[config.mk]
export PLATFORM = sky130hd
export DESIGN_NAME = mux_prescaler_bank
export DESIGN_NICKNAME = d
export VERILOG_FILES = /design/src/rtl/mpb_pkg.sv /design/src/rtl/mpb_wr_decode.sv /design/src/rtl/mpb_channel.sv /design/src/rtl/mux_prescaler_bank.sv
export SDC_FILE = /design/constraint.sdc
export NUM_CORES = 2
export LEC_CHECK = 0
export ABC_AREA = 1
export CORE_MARGIN = 2
export CORE_UTILIZATION = 45
export CTS_BUF_LIST = sky130_fd_sc_hd__clkbuf_8 sky130_fd_sc_hd__clkbuf_16
export CTS_CLUSTER_SIZE = 24
export DETAILED_ROUTE_END_ITERATION = 8
export SKIP_CTS_REPAIR_TIMING = 1
export SYNTH_ARGS = -nofsm -noshare
export SYNTH_HDL_FRONTEND = slang
export SYNTH_SLANG_ARGS = --single-unit
export TNS_END_PERCENT = 100
[constraint.sdc]
create_clock -name clk_i -period 3.03 [get_ports clk_i]
set_input_delay 0.606 -clock clk_i [delete_from_list [all_inputs] [get_ports clk_i]]
set_output_delay 0.606 -clock clk_i [all_outputs]
set_load 0.05 [all_outputs]
[src/rtl/mpb_pkg.sv]
package mpb_pkg;
  localparam int unsigned MIN_DIV = 2;

  function automatic int unsigned idx_width(input int unsigned n);
    return (n > 1) ? $clog2(n) : 1;
  endfunction
endpackage

[src/rtl/mpb_wr_decode.sv]
module mpb_wr_decode #(
  parameter int unsigned NUM_CH = 8,
  parameter int unsigned IDX_W  = 3
) (
  input  logic              wr_en_i,
  input  logic [IDX_W-1:0]  wr_ch_i,
  output logic [NUM_CH-1:0] wr_sel_o
);
  for (genvar g = 0; g < NUM_CH; g++) begin : g_sel
    assign wr_sel_o[g] = wr_en_i && (wr_ch_i == IDX_W'(g));
  end
endmodule

[src/rtl/mpb_channel.sv]
module mpb_channel
  import mpb_pkg::*;
#(
  parameter int unsigned CNT_W = 32
) (
  input  logic             clk_i,
  input  logic             rst_ni,
  input  logic             sync_i,
  input  logic             wr_i,
  input  logic [CNT_W-1:0] div_i,
  input  logic             pol_i,
  output logic             tick_o,
  output logic [CNT_W-1:0] cnt_o,
  output logic [CNT_W-1:0] act_o,
  output logic [CNT_W-1:0] pend_o
);
  logic [CNT_W-1:0] cnt_q, act_q, pend_q;
  logic             pol_q;
  logic             act_ok, last, raw;

  assign act_ok = act_q >= CNT_W'(MIN_DIV);
  assign last   = cnt_q == act_q - CNT_W'(1);
  // high for floor(N/2) cycles at period start
  assign raw    = act_ok && (cnt_q < (act_q >> 1));

  always_ff @(posedge clk_i or negedge rst_ni) begin
    if (!rst_ni) begin
      cnt_q  <= '0;
      act_q  <= '0;
      pend_q <= '0;
      pol_q  <= 1'b0;
    end else begin
      if (wr_i) begin
        pend_q <= div_i;
        pol_q  <= pol_i;
      end
      if (sync_i || !act_ok || last) begin
        cnt_q <= '0;
        act_q <= pend_q;
      end else begin
        cnt_q <= cnt_q + CNT_W'(1);
      end
    end
  end

  assign tick_o = raw ^ pol_q;
  assign cnt_o  = cnt_q;
  assign act_o  = act_q;
  assign pend_o = pend_q;
endmodule

[src/rtl/mux_prescaler_bank.sv]
module mux_prescaler_bank
  import mpb_pkg::*;
#(
  parameter int unsigned NUM_CH = 8,
  parameter int unsigned CNT_W  = 32,
  localparam int unsigned IDX_W = idx_width(NUM_CH)
) (
  input  logic              clk_i,
  input  logic              rst_ni,
  input  logic              sync_i,
  input  logic              wr_en_i,
  input  logic [IDX_W-1:0]  wr_ch_i,
  input  logic [CNT_W-1:0]  wr_div_i,
  input  logic              wr_pol_i,
  output logic [NUM_CH-1:0] tick_o
);
  logic [NUM_CH-1:0]            wr_sel;
  logic [NUM_CH-1:0][CNT_W-1:0] ch_cnt, ch_act, ch_pend;

  mpb_wr_decode #(.NUM_CH(NUM_CH), .IDX_W(IDX_W)) u_dec (
    .wr_en_i (wr_en_i),
    .wr_ch_i (wr_ch_i),
    .wr_sel_o(wr_sel)
  );

  for (genvar g = 0; g < NUM_CH; g++) begin : g_ch
    mpb_channel #(.CNT_W(CNT_W)) u_ch (
      .clk_i (clk_i),
      .rst_ni(rst_ni),
      .sync_i(sync_i),
      .wr_i  (wr_sel[g]),
      .div_i (wr_div_i),
      .pol_i (wr_pol_i),
      .tick_o(tick_o[g]),
      .cnt_o (ch_cnt[g]),
      .act_o (ch_act[g]),
      .pend_o(ch_pend[g])
    );
  end
endmodule

==> summary by stage <==
Critical path
The critical path is of the flop to output port type. Following the worst setup path forward leads to its endpoint at tick_o[2]. The maximum fanout along the worst path is 4. The source of the critical timing path is g_ch[2].u_ch.act_o[10]$_DFFE_PN0P_.

The terminus of the critical flop-to-flop path is g_ch[5].u_ch.cnt_o[20]$_DFF_PN0_. The worst register-to-register path begins at g_ch[5].u_ch.act_o[1]$_DFFE_PN0P_. The kind of end point of the critical path is an output port. The required time reported for the critical path endpoint is between 2 and 2.5 ns.

For the worst flop-to-flop path, the logic depth is 16. For flop-to-flop paths, the worst setup slack is 0.22 ns. The startpoint kind of the worst setup timing path is a flop. Data arrives at the worst endpoint at about 2.7 ns.

STA
The final setup violation count is 8. The final critical-path share of the clock period is 109%. The achievable clock frequency is 304 MHz. Across all hold checks on the routed design, the worst slack comes to approximately 0.46 ns. After layout, the worst setup slack is -0.264 ns. The total count of hold-check failures in the final report was 0. The slew at the pin with the worst max-slew slack is 0.896 ns. Measured against its own limit, the worst slew margin works out to between 40% and 50%. Setup repair after global routing could not meet its margin everywhere.

The final period demand of the worst path is 3.29 ns. Across the routed clock network, the largest skew measured is around 0.026 ns. The max-slew violation count is 0.

Logic synthesis
The mapped cell area is between 40000 and 50000 um^2. The number of distinct standard cells referenced by the synthesized netlist is 53. The number of instances in the synthesized netlist is between 6000 and 7000. The share of synthesized area occupied by flip-flops and latches is around 40%. The share of async-settable or async-resettable flops after synthesis is 100%.

The number of flip-flops and latches in the synthesized netlist is approximately 780. Counting flops with a built-in enable in the synthesized netlist gives 0. When the netlist entered floorplanning its net count stood at 7018. The synthesized area divided by synthesized cell count is 7.37 um^2. The total of warnings raised by yosys is 0.

The flip-flop cell with the highest count after synthesis is dfrtp_1.

Routing
In the final routed layout, each cell accounts on average for approximately 18 um. In the routed layout, each cell is associated on average with a via count of roughly 5.2. The detailed-routing iteration count for the pre-antenna-repair pass is 5.

The detailed router finished its first iteration with roughly 3300 violations. Across all layers, the routed design uses approximately 45000 vias. The final wirelength is ~150000 um. The number of nets with antenna violations after routing is 0.

The post-detailed-route DRC marker count is 0.

Die
The floorplan step defined a die boundary enclosing around 110000 um^2. The initial utilization of the core area, before any placement, comes to between 40 and 50%. The floorplan has roughly 120 rows. The die is ~340 um tall. The core region is ~110000 um^2. The width of the chip is between 300 and 400 um. The count of pins on the block boundary is 48.

Job
The number of violations of the max-capacitance limit is 0.

Placement
The global placer's final weighted congestion is between 0.9 and 1. The count of buffers from port buffering is 47. Once detailed placement completed, the half-perimeter wirelength came to between 100000 and 150000 um.

Summing all placed instances gives a cell area of roughly 53000 um^2. Prior to clock tree synthesis, the placed netlist has a worst setup slack of approximately 0.12 ns.

Final layout
Relative to the synthesized area, the layout overhead comes to 17.6%. The number of nets in the finished design is roughly 7300. After filler insertion, the fill cell instance count of the layout stands at 10740. Once layout is done, the placed cells without fillers occupy slightly below 60000 um^2.

In the final layout, the share of cells above drive strength 1 is a little over an eighth. Measured on the finished design, the core utilization comes to between 50% and 60%.

Global route
The pin count of the biggest net entering global routing is between 70 and 80. The number of global-route vias before repair is approximately 42000. The total track usage is 26.7%.

The number of antenna violations at the first check in global routing is 11. The leftover overflow at the end of global routing is 0. The global-route wire length before repair is roughly 240000 um.

Power
The power density over cell area is about 570 nW/um^2. The analysis attributes to cell leakage a power of ~28 nW. VDD sags by at most 0.492 mV.

Clock tree
The cell sitting at the root of the clock tree is a clkbuf_16. The later-pin clock latency in the skew report is between 0.6 and 0.7 ns. TritonCTS built the clock tree.

Counting the buffers created by CTS gives 88. Counting along the longest clock path gives a buffer depth of 3. The H-tree depth reported by CTS is 3. The clock net in this run drives a total of a little under 800 sinks. Clock-pin slew was measured on the worst setup and hold paths at roughly 0.060 ns.

Hold path
The tightest min-delay check is of the flop to flop type.

Status
The run finished, with violations left. The checks that failed: setup timing.
final cells by class:
class	instances	area (um^2)	area share, %
multi-input cells	5091	27700	47.6
repair buffers	381	3510	6.04
clock inverters	57	664	1.14
clock buffers	105	2440	4.19
diodes	1	2.50	0.00430
well taps	1414	1770	3.04
flip-flops and latches	776	19600	33.6
inverters	673	2530	4.34
critical path, cell delays in order, from the launching register on:
cell      delay [ns]
dfrtp_2         0.43
inv_2           0.07
ha_4            0.20
a21oi_2         0.10
nand3b_1        0.12
a21oi_2         0.06
nor3_2          0.21
nand3_2         0.11
nand3_2         0.11
nand3_4         0.09
xnor2_2         0.19
buf_6           0.16
buf_12          0.14
cells in the mapped netlist (14+ instances only):
cell	count	area, um^2
a21oi_1	155	776
buf_2	26	130
buf_4	31	233
buf_6	27	304
clkbuf_1	83	312
dfrtp_1	776	19400
ha_1	264	3300
inv_1	665	2500
nand2_1	1868	7010
nand3_1	546	2730
nand3b_1	38	285
nand4_1	141	882
nor2_1	955	3580
nor2_2	44	275
nor3_1	128	641
nor4_1	27	169
o21ai_0	310	1550
o21ai_1	14	70.1
xnor2_1	162	1420
xor2_1	299	2620
layout by cell type, fill, tap and decap left out, types with 19 or more instances in the layout:
cell	netlist	layout
nand3b_1	38	38
a21oi_1	155	120
buf_12	0	42
nor2_1	955	930
inv_2	7	44
dfrtp_2	0	130
ha_1	264	224
nor2_4	13	19
nand4_1	141	141
ha_4	0	38
nor4_1	27	25
dfrtp_1	776	646
inv_1	665	644
nand2_1	1868	1845
nor2_2	44	63
nand3_1	546	538
nand2_2	12	35
a21oi_2	0	35
clkbuf_16	0	88
xor2_1	299	299
xnor2_1	162	159
nor3_1	128	112
clkdlybuf4s50_1	0	38
buf_4	31	297
o21ai_0	310	299
o21ai_1	14	21
state kept, by name (all words and copies together), names as in the netlist:
name	cells
g_ch.u_ch.cnt_o	256
g_ch.u_ch.act_o	256
g_ch.u_ch.pend_o	256
g_ch.u_ch.pol_q	8
worst min-delay path by stage:
stage	startpoint	to	slack, ns	cells after the start
final	g_ch[0].u_ch.pend_o[10]$_DFFE_PN0P_	g_ch[0].u_ch.act_o[10]$_DFFE_PN0P_	0.46	2
after detailed placement	g_ch[0].u_ch.pend_o[10]$_DFFE_PN0P_	g_ch[0].u_ch.act_o[10]$_DFFE_PN0P_	0.45	2
after global placement	g_ch[7].u_ch.pend_o[15]$_DFFE_PN0P_	g_ch[7].u_ch.act_o[15]$_DFFE_PN0P_	0.45	2
after global routing	g_ch[4].u_ch.pend_o[16]$_DFFE_PN0P_	g_ch[4].u_ch.act_o[16]$_DFFE_PN0P_	0.47	2
after floorplan	rst_ni	g_ch[0].u_ch.act_o[0]$_DFFE_PN0P_	0.31	0
after CTS	rst_ni	g_ch[4].u_ch.cnt_o[31]$_DFF_PN0_	-0.13	1
stage by stage:
step | power, mW | std cells | setup TNS [ns]
finish | 33.4 | 8498 | -1.72
detailed placement | 21.3 | 8224 | 0
global route | 35.3 | 8498 | -2.87
CTS | 32.8 | 8386 | -4.03
floorplan | 18.5 | 6714 | 0
global placement | 21.2 | 8224 | 0
layer usage:
layer	track usage, %	vias to the layer above	part of all wire [%]
met5	0	-	0
met4	6.28	0	2.3
met3	3.38	199	5.1
met2	42.9	1035	46
met1	38.1	21156	46
li1	-	22138	-
power breakdown:
group | total, mW | internal (mW) | leakage [nW] | switching [mW]
sequential | 13.3 | 11.7 | 9.91 | 1.55
combinational | 8.67 | 3.35 | 16.4 | 5.32
clock | 11.4 | 6.78 | 1.58 | 4.63
total | 33.4 | 21.9 | 27.9 | 11.5
cell families (layout without fill, tap and decap cells):
logic type | Yosys count | after routing | synth area share [%]
fa+ha+maj | 264 | 264 | 6.67
simple gates | 3817 | 3817 | 32.7
other cells | 0 | 1 | 0
compound gates | 546 | 546 | 5.91
flops | 776 | 776 | 39.2
buf+inv | 847 | 1216 | 7.20
xor+xnor | 464 | 464 | 8.29
Power figures use the tool's default switching activity.
